[src/rtl/ram_window_decode.sv]
`timescale 1ns/1ps
module ram_window_decode #(
  parameter int NCH = 7,
  parameter int LEN_W = 24,
  parameter logic [31:0] RST_VAL = 32'h0000_0B88,
  localparam int CW = (NCH > 1) ? $clog2(NCH) : 1
) (
  input  logic             clk,
  input  logic             rst_n,
  input  logic             cfg_we,
  input  logic [31:0]      cfg_wdata,
  output logic [31:0]      cfg_rdata,
  input  logic             cpu_valid,
  input  logic             cpu_write,
  input  logic [31:0]      cpu_addr,
  output logic [1:0]       cpu_class,
  output logic             cpu_ram_we,
  output logic             cpu_ones,
  output logic             cpu_bus_err,
  output logic [23:0]      mapped_limit,
  input  logic             dma_chk,
  input  logic [CW-1:0]    dma_chan,
  input  logic [31:0]      dma_addr,
  input  logic [LEN_W-1:0] dma_len,
  input  logic             dma_start,
  input  logic [CW-1:0]    dma_start_chan,
  output logic [NCH-1:0]   dma_busy,
  output logic [NCH-1:0]   dma_err
);
  localparam int OW = 29;
  localparam logic [OW-1:0] MB = OW'(32'h0010_0000);
  localparam logic [OW-1:0] MIRROR = OW'(32'h0080_0000);

  logic [31:0]   reg_q;
  logic [2:0]    win_q;
  logic [OW-1:0] ram_lim, hz_end, off;
  logic          seg_ok;
  logic [OW:0]   dma_end;
  logic          dma_over;

  always_ff @(posedge clk) begin
    if (!rst_n) begin
      reg_q <= RST_VAL;
      win_q <= RST_VAL[11:9];
    end else if (cfg_we) begin
      reg_q <= cfg_wdata;
      if (cfg_wdata[11:9] != win_q) win_q <= cfg_wdata[11:9];
    end
  end

  assign cfg_rdata = reg_q;

  always_comb begin
    case (win_q)
      3'd0:    begin ram_lim = MB;      hz_end = MB;      end
      3'd1:    begin ram_lim = 4 * MB;  hz_end = 4 * MB;  end
      3'd2:    begin ram_lim = MB;      hz_end = 2 * MB;  end
      3'd3:    begin ram_lim = 4 * MB;  hz_end = MIRROR;  end
      3'd4:    begin ram_lim = 2 * MB;  hz_end = 2 * MB;  end
      3'd6:    begin ram_lim = 2 * MB;  hz_end = 4 * MB;  end
      default: begin ram_lim = MIRROR;  hz_end = MIRROR;  end
    endcase
  end

  assign mapped_limit = ram_lim[23:0];

  assign off    = cpu_addr[28:0];
  assign seg_ok = (cpu_addr[31:29] == 3'b000) || (cpu_addr[31:29] == 3'b100) ||
                  (cpu_addr[31:29] == 3'b101);

  always_comb begin
    if (!seg_ok || off >= MIRROR) cpu_class = 2'd3;
    else if (off < ram_lim)       cpu_class = 2'd0;
    else if (off < hz_end)        cpu_class = 2'd1;
    else                          cpu_class = 2'd2;
  end

  assign cpu_ram_we  = cpu_valid && cpu_write && (cpu_class == 2'd0);
  assign cpu_ones    = cpu_valid && !cpu_write && (cpu_class == 2'd1);
  assign cpu_bus_err = cpu_valid && (cpu_class == 2'd2);

  assign dma_end  = {1'b0, dma_addr[28:0]} + (OW+1)'(dma_len);
  assign dma_over = dma_end >= {1'b0, ram_lim};

  for (genvar g = 0; g < NCH; g++) begin : g_ch
    always_ff @(posedge clk) begin
      if (!rst_n) begin
        dma_busy[g] <= 1'b0;
        dma_err[g]  <= 1'b0;
      end else if (dma_chk && dma_over && dma_chan == CW'(g)) begin
        dma_busy[g] <= 1'b0;
        dma_err[g]  <= 1'b1;
      end else if (dma_start && dma_start_chan == CW'(g)) begin
        dma_busy[g] <= 1'b1;
        dma_err[g]  <= 1'b0;
      end
    end
  end
endmodule

[config.mk]
export PLATFORM = sky130hd
export DESIGN_NAME = ram_window_decode
export DESIGN_NICKNAME = d
export VERILOG_FILES = /design/src/rtl/ram_window_decode.sv
export SDC_FILE = /design/constraint.sdc
export NUM_CORES = 1
export LEC_CHECK = 0
export ABC_AREA = 1
export BUFFER_PORTS_ARGS = -buffer_cell sky130_fd_sc_hd__buf_2
export CAP_MARGIN = 20
export CORE_MARGIN = 2
export CORE_UTILIZATION = 40
export CTS_CLUSTER_DIAMETER = 80
export DETAILED_ROUTE_END_ITERATION = 8
export MAX_ROUTING_LAYER = met4
export PLACE_DENSITY = 0.7
export SLEW_MARGIN = 25
export SYNTH_ARGS = -nofsm -noshare
export SYNTH_HDL_FRONTEND = slang
export SYNTH_SLANG_ARGS = --single-unit
[constraint.sdc]
create_clock -name clk -period 3.9 [get_ports clk]
set_input_delay 0.195 -clock clk [delete_from_list [all_inputs] [get_ports clk]]
set_output_delay 0.195 -clock clk [all_outputs]
set_load 0.05 [all_outputs]
==> impl_metrics.env, run 1 <==
export IMPL_synth_top_area_share_pct=21.78
export IMPL_routabilityCongestion=0.8871
export IMPL_clkLatencyLatePin_ns=0.28
export IMPL_grt_overflow=0
export IMPL_dp_hpwl_um=10090
export IMPL_multi_input_area_mm2=0.002963
export IMPL_hold_path_class="input port to flip-flop"
export IMPL_grt_use_met1_pct=21.81
export IMPL_clock_path_buffers=2
export IMPL_cts_htree_levels=2
export IMPL_p_int_w=0.0009885
export IMPL_switching_share_pct=40.36
export IMPL_reg2reg_slack_ns=1.35
export IMPL_drt_total_wl_um=11800
export IMPL_finClkSkew_ns=0.006477
export IMPL_ys_seq_elements=49
export IMPL_grt_util_met3_pct=2.704
export IMPL_end_kind="flip-flop"
export IMPL_start_kind="input port"
export IMPL_synth_area_mm2=0.004503
export IMPL_cp_arrival_ns=3.50
export IMPL_drc=0
export IMPL_setup_viol=0
export IMPL_finalCriticalPeriod_ns=3.309
export IMPL_yosys_area_top_type="dfxtp_1"
export IMPL_cts_hold_buf=0
export IMPL_die_height_um=110.1
export IMPL_cts_resized_gates=0
export IMPL_grt_max_degree=37
export IMPL_post_cts_buffers=0
export IMPL_drv_cap=0
export IMPL_fin_nets=1081
export IMPL_status="completed"
export IMPL_dp_cells=1046
export IMPL_maxSlewHeadroom_pct=31.55
export IMPL_synth_edf_count=0
export IMPL_use_met2_pct=36.37
export IMPL_ys_warnings_count=0
export IMPL_clkPwrFrac_pct=25.9
export IMPL_final_cells=1055
export IMPL_setup_tns_ns=0
export IMPL_syn_inst=755
export IMPL_drive_above_1_share_pct=24.29
export IMPL_io_buffers=164
export IMPL_drt_antenna_violating_nets=0
export IMPL_worstPathRequired_ns=4.09
export IMPL_clkSlewWorstSetupHoldPaths_ns=0.07
export IMPL_worstMarginPinSlew_ns=1.026
export IMPL_report_final_hold_viol_count=0
export IMPL_avgViaCountPerCell=4.656
export IMPL_grt_usage_pct=19.43
export IMPL_rows=38
export IMPL_ioPinCount=208
export IMPL_timing_final_crit_share_pct=84.85
export IMPL_synthArstFlopShare_pct=0
export IMPL_nFillCells=1146
export IMPL_die_x_um=110.1
export IMPL_yosysMostFrequentCell="nand2_1"
export IMPL_synthTopCellsByArea="dfxtp_1, nand2_1, ha_1"
export IMPL_syn_to_final_growth_pct=23.12
export IMPL_cp_max_fo=7
export IMPL_cts_buffers=5
export IMPL_p_comb_share_pct=41.0
export IMPL_netSwitchingPower_w=0.0006691
export IMPL_rsz0062_at_grt="no"
export IMPL_drt_iter0_drc=227
export IMPL_grt_first_pass_wirelength_um=18710
export IMPL_fmax_mhz=302.2
export IMPL_fin_util_pct=50.70
export IMPL_critical_path_class="input port to flip-flop"
export IMPL_grt_pass1_vias=4452
export IMPL_cts_tree="built"
export IMPL_num_vias=4912
export IMPL_antenna_found_initial=1
export IMPL_power_w=0.001658
export IMPL_syn_mean_instance_area_um2=5.964
export IMPL_power_density_mw_per_mm2=299.0
export IMPL_ir_drop_uv=304.2
export IMPL_core_mm2=0.01094
export IMPL_synth_commonest_cells="nand2_1, inv_1, nor2_1"
export IMPL_cts_sinks=49
export IMPL_first_pass_iters=4
export IMPL_regArea_um2=980.9
export IMPL_synth_distinct_cells=38
export IMPL_power_leakage_nw=3.096
export IMPL_wl_per_cell_um=11.19
export IMPL_root_buffer="clkbuf_16"
export IMPL_slew_viol_final=0
export IMPL_ys_seq_area_share_pct=21.78
export IMPL_die_area_mm2=0.01212
export IMPL_pwr_share_seq_pct=33.0
export IMPL_synth_main_ff_cell="dfxtp_1"
export IMPL_top_usage_layer="met2"
export IMPL_start_util_pct=41.18
[through the flow]
step | hold slack, ns | area, µm² | worst slack, ns
finish | 0.1344 | 5544 | 0.5908
global route | 0.1322 | 5544 | 0.2757
floorplan | 0.3221 | 4586 | 0.4049
global placement | 0.4189 | 5390 | 0.3377
CTS | 0.1311 | 5542 | 0.5628
detailed placement | 0.4260 | 5390 | 0.2591
[worst paths after layout]
check | endpoint | cells after the start | start
worst min-delay path | cfg_rdata[12] | 3 | cfg_wdata[12]
worst min register to register | cfg_rdata[7] | 2 | cfg_rdata[7]
worst max register to register | dma_busy[1] | 19 | win_q[0]
worst max-delay path | dma_busy[1] | 26 | dma_addr[0]
[worst max-delay path, stage by stage]
cell,delay [ns]
buf_2,0.10
ha_1,0.25
fa_1,0.48
nand2_1,0.11
nand3_2,0.08
nand3_1,0.12
nand2_2,0.10
nand2_2,0.08
nand2_2,0.07
a31oi_1,0.17
xor2_1,0.11
ha_1,0.28
nand2_1,0.04
nand3b_1,0.17
nor2_1,0.12
nand2_1,0.06
nor2_1,0.10
nand3_1,0.07
nor2_1,0.11
nand3_1,0.10
nor2_1,0.10
nand2_1,0.11
nand2_4,0.15
nand3_2,0.10
nand2_1,0.07
inv_1,0.04
[registers in the layout, summed over array words and instances (netlist names)]
| name | count |
|---|---|
| dma_busy | 7 |
| dma_err | 7 |
| cfg_rdata | 32 |
| win_q | 3 |
[routing by layer]
metal / routed length, µm / vias to the layer above
met5: 0 / -
met4: 146 / 0
met3: 806 / 10
met2: 5613 / 139
met1: 5237 / 2093
li1: - / 2670
[area by class of cell]
type	count	share of cell area, %
Tap cell	140	3.160
Antenna cell	1	0.04514
Timing Repair Buffer	165	14.94
Inverter	118	7.989
Clock inverter	3	0.4739
Clock buffer	5	2.257
Multi-Input combinational cell	574	53.44
Sequential cell	49	17.69
[cell usage in the layout, fill, tap and decap left out, types with 2 or more instances in the layout]
cell	synthesis	layout
and2_1	3	3
clkbuf_16	0	5
nor2_1	103	103
nand2_2	11	11
nor3_1	14	14
xnor2_1	6	6
nand3_1	41	41
nand3_2	8	8
nor2_2	7	7
inv_1	110	110
nor4_1	4	3
dfxtp_1	49	49
xor2_1	4	4
conb_1	1	20
inv_2	7	7
a21oi_2	10	10
a31oi_1	3	3
o21ai_0	36	36
ha_1	34	34
nand4_1	12	12
buf_2	0	164
nand2_1	206	206
clkinvlp_4	0	2
nand3b_1	7	7
a21oi_1	33	33
[kinds of logic (layout without fill, tap and decap cells)]
| group | count (synthesis) | in the layout | synth area share (%) |
|---|---|---|---|
| simple gates | 422 | 422 | 41.12 |
| compound gates | 87 | 87 | 10.92 |
| flops | 49 | 49 | 21.78 |
| buf+inv | 151 | 291 | 14.25 |
| xor+xnor | 10 | 10 | 1.945 |
| fa+ha+maj | 35 | 35 | 9.892 |
| other cells | 1 | 21 | 0.08328 |
[power by group through the flow]
| stage | sequential, W | clock [W] | combinational (W) |
|---|---|---|---|
| 2_1_floorplan | 0.000651 | 0 | 0.000422 |
| 5_1_grt | 0.000551 | 0.000462 | 0.000766 |
| 3_5_place_dp | 0.000559 | 0 | 0.000681 |
| 6_report | 0.000547 | 0.000430 | 0.000680 |
| 4_1_cts | 0.000547 | 0.000441 | 0.000684 |
| 3_3_place_gp | 0.000558 | 0 | 0.000676 |
No activity file was read; power rests on OpenSTA's default activity.
==> inputs of run 2 (changes only) <==
==> constraint.sdc (replaced) <==
create_clock -name clk -period 3.4 [get_ports clk]
set_input_delay 0.17 -clock clk [delete_from_list [all_inputs] [get_ports clk]]
set_output_delay 0.17 -clock clk [all_outputs]
set_load 0.05 [all_outputs]
==> impl_metrics.env, run 2 (synthesized netlist as in run 1, its figures left out) <==
export IMPL_drt_total_wl_um=12020
export IMPL_dp_hpwl_um=10350
export IMPL_num_vias=4961
export IMPL_start_util_pct=41.18
export IMPL_avgViaCountPerCell=4.671
export IMPL_worstMarginPinSlew_ns=1.007
export IMPL_netSwitchingPower_w=0.0007733
export IMPL_setup_viol=0
export IMPL_cts_htree_levels=2
export IMPL_report_final_hold_viol_count=0
export IMPL_cts_sinks=49
export IMPL_drt_antenna_violating_nets=0
export IMPL_grt_usage_pct=19.86
export IMPL_cp_arrival_ns=3.22
export IMPL_drv_cap=0
export IMPL_grt_first_pass_wirelength_um=19010
export IMPL_power_leakage_nw=3.144
export IMPL_rsz0062_at_grt="no"
export IMPL_start_kind="input port"
export IMPL_cts_tree="built"
export IMPL_status="completed"
export IMPL_die_area_mm2=0.01212
export IMPL_critical_path_class="input port to flip-flop"
export IMPL_nFillCells=1185
export IMPL_drt_iter0_drc=300
export IMPL_antenna_found_initial=0
export IMPL_grt_overflow=0
export IMPL_cts_buffers=5
export IMPL_finClkSkew_ns=0.008778
export IMPL_fin_nets=1089
export IMPL_drive_above_1_share_pct=25.16
export IMPL_timing_final_crit_share_pct=88.89
export IMPL_grt_max_degree=37
export IMPL_final_area_mm2=0.005617
export IMPL_fin_util_pct=51.36
export IMPL_holdPathStages=3
export IMPL_die_x_um=110.1
export IMPL_worst_hold_path_endpoint="cfg_rdata[1]"
export IMPL_ioPinCount=208
export IMPL_p_int_w=0.001145
export IMPL_hold_start="cfg_wdata[1]"
export IMPL_p_comb_share_pct=41.3
export IMPL_pre_cts_ws_ns=-0.04505
export IMPL_r2r_cells=18
export IMPL_ir_drop_uv=281.5
export IMPL_slew_viol_final=0
export IMPL_final_cell_mix="nand2_1, buf_2, inv_1"
export IMPL_cp_max_fo=7
export IMPL_clkPwrFrac_pct=25.9
export IMPL_first_pass_iters=4
export IMPL_largest_reg_flops=32
export IMPL_root_buffer="clkbuf_16"
export IMPL_switching_share_pct=40.31
export IMPL_setup_slack_ns=0.3776
export IMPL_grt_pass1_vias=4430
export IMPL_clkLatencyLatePin_ns=0.29
export IMPL_wl_per_cell_um=11.32
export IMPL_worstPathRequired_ns=3.59
export IMPL_syn_to_final_growth_pct=24.73
export IMPL_reg2reg_from="win_q[2]"
export IMPL_dpl_instance_area_mm2=0.005456
export IMPL_clkSlewWorstSetupHoldPaths_ns=0.07
export IMPL_routabilityCongestion=0.8540
export IMPL_reg2reg_slack_ns=0.84
export IMPL_maxSlewHeadroom_pct=32.79
export IMPL_diodes=0
export IMPL_pwr_share_seq_pct=32.8
export IMPL_cts_hold_buf=0
export IMPL_die_height_um=110.1
export IMPL_finalCriticalPeriod_ns=3.022
export IMPL_fmax_mhz=330.9
export IMPL_clock_path_buffers=2
export IMPL_drc=0
export IMPL_core_mm2=0.01094
export IMPL_final_common_cell="nand2_1"
export IMPL_end_kind="flip-flop"
export IMPL_io_buffers=164
export IMPL_timing_rr_end="dma_busy[1]"
export IMPL_power_density_mw_per_mm2=341.5
export IMPL_hold_path_class="input port to flip-flop"
export IMPL_rows=38
## run 2: worst max-delay path by stage
stage / startpoint / endpoint / cells after the start
after floorplan: win_q[2] / cpu_ones / 11
after global placement: dma_addr[0] / dma_busy[5] / 26
after detailed placement: dma_addr[0] / dma_busy[5] / 26
after CTS: dma_addr[0] / dma_busy[5] / 26
after global routing: dma_addr[0] / dma_busy[5] / 26
final: dma_addr[0] / dma_busy[1] / 26
## run 2: critical path: stages
cell      delay [ns]
buf_2           0.10
ha_1            0.22
fa_2            0.39
nand2_1         0.09
nand3_2         0.08
nand3_1         0.11
nand2_2         0.08
nand2_2         0.07
nand2_2         0.05
a31oi_1         0.15
xor2_1          0.11
ha_1            0.28
nand2_1         0.04
nand3b_1        0.17
nor2_1          0.11
nand2_1         0.06
nor2_1          0.10
nand3_1         0.07
nor2_1          0.11
nand3_1         0.09
nor2_1          0.09
nand2_1         0.11
nand2_4         0.14
nand3_2         0.10
nand2_1         0.07
inv_1           0.04
## run 2: final cells by class
class	instances	area, µm²	share of cell area (%)
clock buffer	5	125.1	2.228
clock inverter	3	26.28	0.4678
inverter	118	442.9	7.886
multi-input combinational	574	2978	53.02
sequential	49	980.9	17.46
tap	140	175.2	3.119
timing repair buffer	173	888.4	15.82
## run 2: timing repair
item / in CTS / in global routing
setup buffers: 0 / 0
gates resized for setup: 0 / 2
setup endpoints to repair: 0 / 14
## run 2: per-layer routing
metal,wire length (µm),track usage [%],up-vias
met4,129,5.179,0
met3,868,2.587,8
li1,-,-,2682
met5,0,-,-
met1,5232,22.76,2126
met2,5787,36.37,145
## run 2: stage by stage
step | hold slack, ns | power (W) | TNS (ns) | std cells
after floorplan | 0.2971 | 0.001231 | 0 | 774
after global placement | 0.3940 | 0.001429 | 0 | 1054
after detailed placement | 0.3987 | 0.001436 | -0.3363 | 1054
after CTS | 0.09558 | 0.001937 | 0 | 1062
after global routing | 0.1092 | 0.002064 | 0 | 1062
final | 0.1016 | 0.001918 | 0 | 1062
## run 2: power by group through the flow
stage | combinational, W | clock, W | sequential (W)
after floorplan | 0.000484 | 0 | 0.000747
after global placement | 0.000789 | 0 | 0.000640
after detailed placement | 0.000794 | 0 | 0.000642
after CTS | 0.000796 | 0.000512 | 0.000629
after global routing | 0.000893 | 0.000538 | 0.000633
final | 0.000792 | 0.000497 | 0.000629
==> inputs of run 3 (changes only) <==
==> constraint.sdc (replaced) <==
create_clock -name clk -period 3.4 [get_ports clk]
set_input_delay 0.17 -clock clk [delete_from_list [all_inputs] [get_ports clk]]
set_output_delay 0.17 -clock clk [all_outputs]
set_load 0.1 [all_outputs]
==> impl_metrics.env, run 3 <==
export IMPL_root_buffer="clkbuf_16"
export IMPL_synth_edf_count=0
export IMPL_ys_seq_area_share_pct=21.78
export IMPL_synth_top_area_share_pct=21.78
export IMPL_cts_hold_buf=0
export IMPL_synthArstFlopShare_pct=0
export IMPL_status="aborted with a tool error"
export IMPL_syn_inst=755
export IMPL_grt_overflow=0
export IMPL_grt_max_degree=37
export IMPL_die_height_um=110.1
export IMPL_synthTopCellsByArea="dfxtp_1, nand2_1, ha_1"
export IMPL_cts_buffers=5
export IMPL_ys_seq_elements=49
export IMPL_cts_htree_levels=2
export IMPL_grt_first_pass_wirelength_um=18840
export IMPL_synth_area_mm2=0.004503
export IMPL_yosysMostFrequentCell="nand2_1"
export IMPL_ioPinCount=208
export IMPL_start_util_pct=41.18
export IMPL_synth_distinct_cells=38
export IMPL_syn_mean_instance_area_um2=5.964
export IMPL_endpoint_type="register data pin"
export IMPL_yosys_area_top_type="dfxtp_1"
export IMPL_rows=38
export IMPL_grt_worst_setup_endpoint="dma_busy[1]$_SDFFE_PP0P_/D"
export IMPL_cts_sinks=49
export IMPL_synth_main_ff_cell="dfxtp_1"
export IMPL_toolErrorMsg="[ERROR DRT-0255] Maze Route cannot find path of net clk in worker of routeBox ( 96600 96600 ) ( 110100 110100 )."
export IMPL_dp_hpwl_um=10320
export IMPL_dpl_instance_area_mm2=0.005508
export IMPL_haltStage="detailed routing (5_2_route)"
export IMPL_die_x_um=110.1
export IMPL_synth_commonest_cells="nand2_1, inv_1, nor2_1"
export IMPL_io_buffers=164
export IMPL_antenna_found_initial=0
export IMPL_pre_cts_ws_ns=-0.07787
export IMPL_clock_path_buffers=2
export IMPL_post_cts_buffers=0
export IMPL_grt_pass1_vias=4381
export IMPL_ys_warnings_count=0
export IMPL_routabilityCongestion=0.8830
export IMPL_grt_usage_pct=19.65
-- run 3: cell counts after synthesis --
Identical to the previous run, type by type.
-- run 3: what timing repair did --
item / in CTS / in global routing
resized for setup: 0 / 4
endpoints found under the hold margin: 0 / 0
endpoints found under the setup margin: 0 / 14
-- run 3: routing by layer --
metal / GRT usage [%]
met5: -
met4: 3.482
met2: 34.66
met1: 23.79
met3: 3.351
-- run 3: metrics by stage --
stage	util (%)	hold WS, ns	instances
2_1_floorplan	-	0.2971	774
3_3_place_gp	50.37	0.3809	1057
3_5_place_dp	50.37	0.3844	1057
4_1_cts	51.75	0.08427	1065
5_1_grt	51.93	0.1084	1065
-- run 3: logic make-up after synthesis --
logic type                 Yosys count  share of synthesized area (%)
and+or+nand+nor                    422                          41.12
other                                1                        0.08328
AOI/OAI and AO/OA                   87                          10.92
xor gates and xnor gates            10                          1.945
DFF                                 49                          21.78
buffers and inverters              151                          14.25
adders and majority gates           35                          9.892
==> inputs of run 4 (changes only) <==
--- a/config.mk
+++ b/config.mk
@@ -9,11 +9,9 @@
 export BUFFER_PORTS_ARGS = -buffer_cell sky130_fd_sc_hd__buf_2
 export CAP_MARGIN = 20
 export CORE_MARGIN = 2
-export CORE_UTILIZATION = 40
-export CTS_CLUSTER_DIAMETER = 80
+export CORE_UTILIZATION = 25
 export DETAILED_ROUTE_END_ITERATION = 8
-export MAX_ROUTING_LAYER = met4
-export PLACE_DENSITY = 0.7
+export PLACE_DENSITY_LB_ADDON = 0.15
 export SLEW_MARGIN = 25
 export SYNTH_ARGS = -nofsm -noshare
 export SYNTH_HDL_FRONTEND = slang
==> impl_metrics.env, run 4 (synthesized netlist as in run 1, its figures left out) <==
export IMPL_clkPwrFrac_pct=27.7
export IMPL_grt_first_pass_wirelength_um=23580
export IMPL_grt_pass1_vias=4839
export IMPL_die_area_mm2=0.01910
export IMPL_pwr_share_seq_pct=27.0
export IMPL_critical_path_max_stage_delay_ns=0.56
export IMPL_die_height_um=138.2
export IMPL_power_density_mw_per_mm2=383.0
export IMPL_clkLatencyLatePin_ns=0.29
export IMPL_power_w=0.002330
export IMPL_drc=0
export IMPL_start_kind="flip-flop"
export IMPL_p_int_w=0.001340
export IMPL_diodes=0
export IMPL_p_comb_share_pct=45.3
export IMPL_slew_viol_final=0
export IMPL_crit_family="simple AND/OR/NAND/NOR gates"
export IMPL_num_vias=5102
export IMPL_pre_cts_ws_ns=-0.08317
export IMPL_switching_share_pct=42.49
export IMPL_routabilityCongestion=0.8080
export IMPL_syn_to_final_growth_pct=35.09
export IMPL_maxSlewHeadroom_pct=55.89
export IMPL_fin_nets=1125
export IMPL_cts_hold_buf=0
export IMPL_first_pass_iters=4
export IMPL_timing_final_crit_share_pct=90.10
export IMPL_start_util_pct=25.24
export IMPL_dp_hpwl_um=12300
export IMPL_grt_overflow=0
export IMPL_ir_drop_uv=285.9
export IMPL_cp_arrival_ns=2.89
export IMPL_ioPinCount=208
export IMPL_path_cells="inv_1, nor2_4, inv_1, ha_1, nand3_1, o21ai_0, a21oi_1, o21ai_0, nand2_1, nand3_1, nor3b_4, clkbuf_4"
export IMPL_finClkSkew_ns=0.004562
export IMPL_setup_viol=0
export IMPL_cts_resized_gates=0
export IMPL_avgViaCountPerCell=4.298
export IMPL_final_cell_mix="nand2_1, buf_2, inv_1"
export IMPL_critical_path_class="flip-flop to output port"
export IMPL_final_common_cell="nand2_1"
export IMPL_drt_iter0_drc=188
export IMPL_drt_antenna_violating_nets=0
export IMPL_hold_ws_ns=0.09191
export IMPL_rows=49
export IMPL_wl_per_cell_um=12.09
export IMPL_hold_path_class="input port to flip-flop"
export IMPL_report_final_hold_viol_count=0
export IMPL_crit_buf_inv=3
export IMPL_end_kind="output port"
export IMPL_die_x_um=138.2
export IMPL_use_met2_pct=26.00
export IMPL_grt_max_degree=37
export IMPL_netSwitchingPower_w=0.0009899
export IMPL_top_usage_layer="met2"
export IMPL_clock_path_buffers=2
export IMPL_post_cts_buffers=0
export IMPL_largest_reg_flops=32
export IMPL_cts_tree="built"
export IMPL_drt_total_wl_um=14350
export IMPL_finalCriticalPeriod_ns=3.063
export IMPL_clkSlewWorstSetupHoldPaths_ns=0.07
export IMPL_grt_util_met3_pct=1.489
export IMPL_cts_htree_levels=2
export IMPL_fmax_mhz=326.5
export IMPL_core_mm2=0.01784
export IMPL_grt_use_met1_pct=19.98
export IMPL_drive_above_1_share_pct=28.71
export IMPL_antenna_found_initial=0
export IMPL_final_cells=1187
export IMPL_fin_util_pct=34.10
export IMPL_cts_sinks=49
export IMPL_root_buffer="clkbuf_16"
export IMPL_cts_buffers=5
export IMPL_drv_cap=0
export IMPL_cp_max_fo=10
export IMPL_worstPathRequired_ns=3.23
export IMPL_dp_cells=1179
export IMPL_cp_slowest_cell="dfxtp_1"
export IMPL_setup_slack_ns=0.3368
export IMPL_worstMarginPinSlew_ns=0.6555
export IMPL_power_leakage_nw=3.350
export IMPL_io_buffers=164
export IMPL_grt_usage_pct=14.84
export IMPL_status="completed"
-- run 4: per-stage QoR --
stage	instance area, µm²	TNS, ns
after global placement	5867	0
after detailed placement	5867	-0.9447
after global routing	6083	-0.01023
after floorplan	4622	-0.08279
after CTS	6061	0
final	6083	0
-- run 4: area by class of cell --
type	instances	area [µm²]
Inverter	118	442.9
Multi-Input combinational cell	574	3015
Fill cell	2062	11760
Sequential cell	49	980.9
Clock buffer	5	125.1
Tap cell	229	286.5
Clock inverter	3	68.82
Timing Repair Buffer	209	1164
-- run 4: final timing paths --
check / startpoint / endpoint / slack, ns / cells after the start
max: win_q[2] / cpu_ram_we / 0.34 / 12
min: cfg_wdata[3] / cfg_rdata[3] / 0.09 / 3
max reg2reg: win_q[2] / dma_busy[2] / 0.76 / 18
min reg2reg: cfg_rdata[8] / cfg_rdata[8] / 0.46 / 2
-- run 4: power by group through the flow --
stage / clock network [W] / logic (W) / registers [W]
after floorplan: 0 / 0.000550 / 0.000866
after global placement: 0 / 0.00106 / 0.000640
after detailed placement: 0 / 0.00106 / 0.000641
after CTS: 0.000669 / 0.00106 / 0.000628
after global routing: 0.000692 / 0.00116 / 0.000634
final: 0.000646 / 0.00106 / 0.000628
-- run 4: layer usage --
metal  vias to the layer above  wire (µm)  part of all wire [%]
met4                         0        105                  0.73
met2                       126       6807                    47
met3                         7        552                   3.8
met5                         -          0                     0
met1                      2218       6887                    48
li1                       2751          -                     -
-- run 4: tightest hold or removal path: stages --
cell and delay (ns):
buf_2 0.07, nand2_1 0.04, nand3_1 0.07
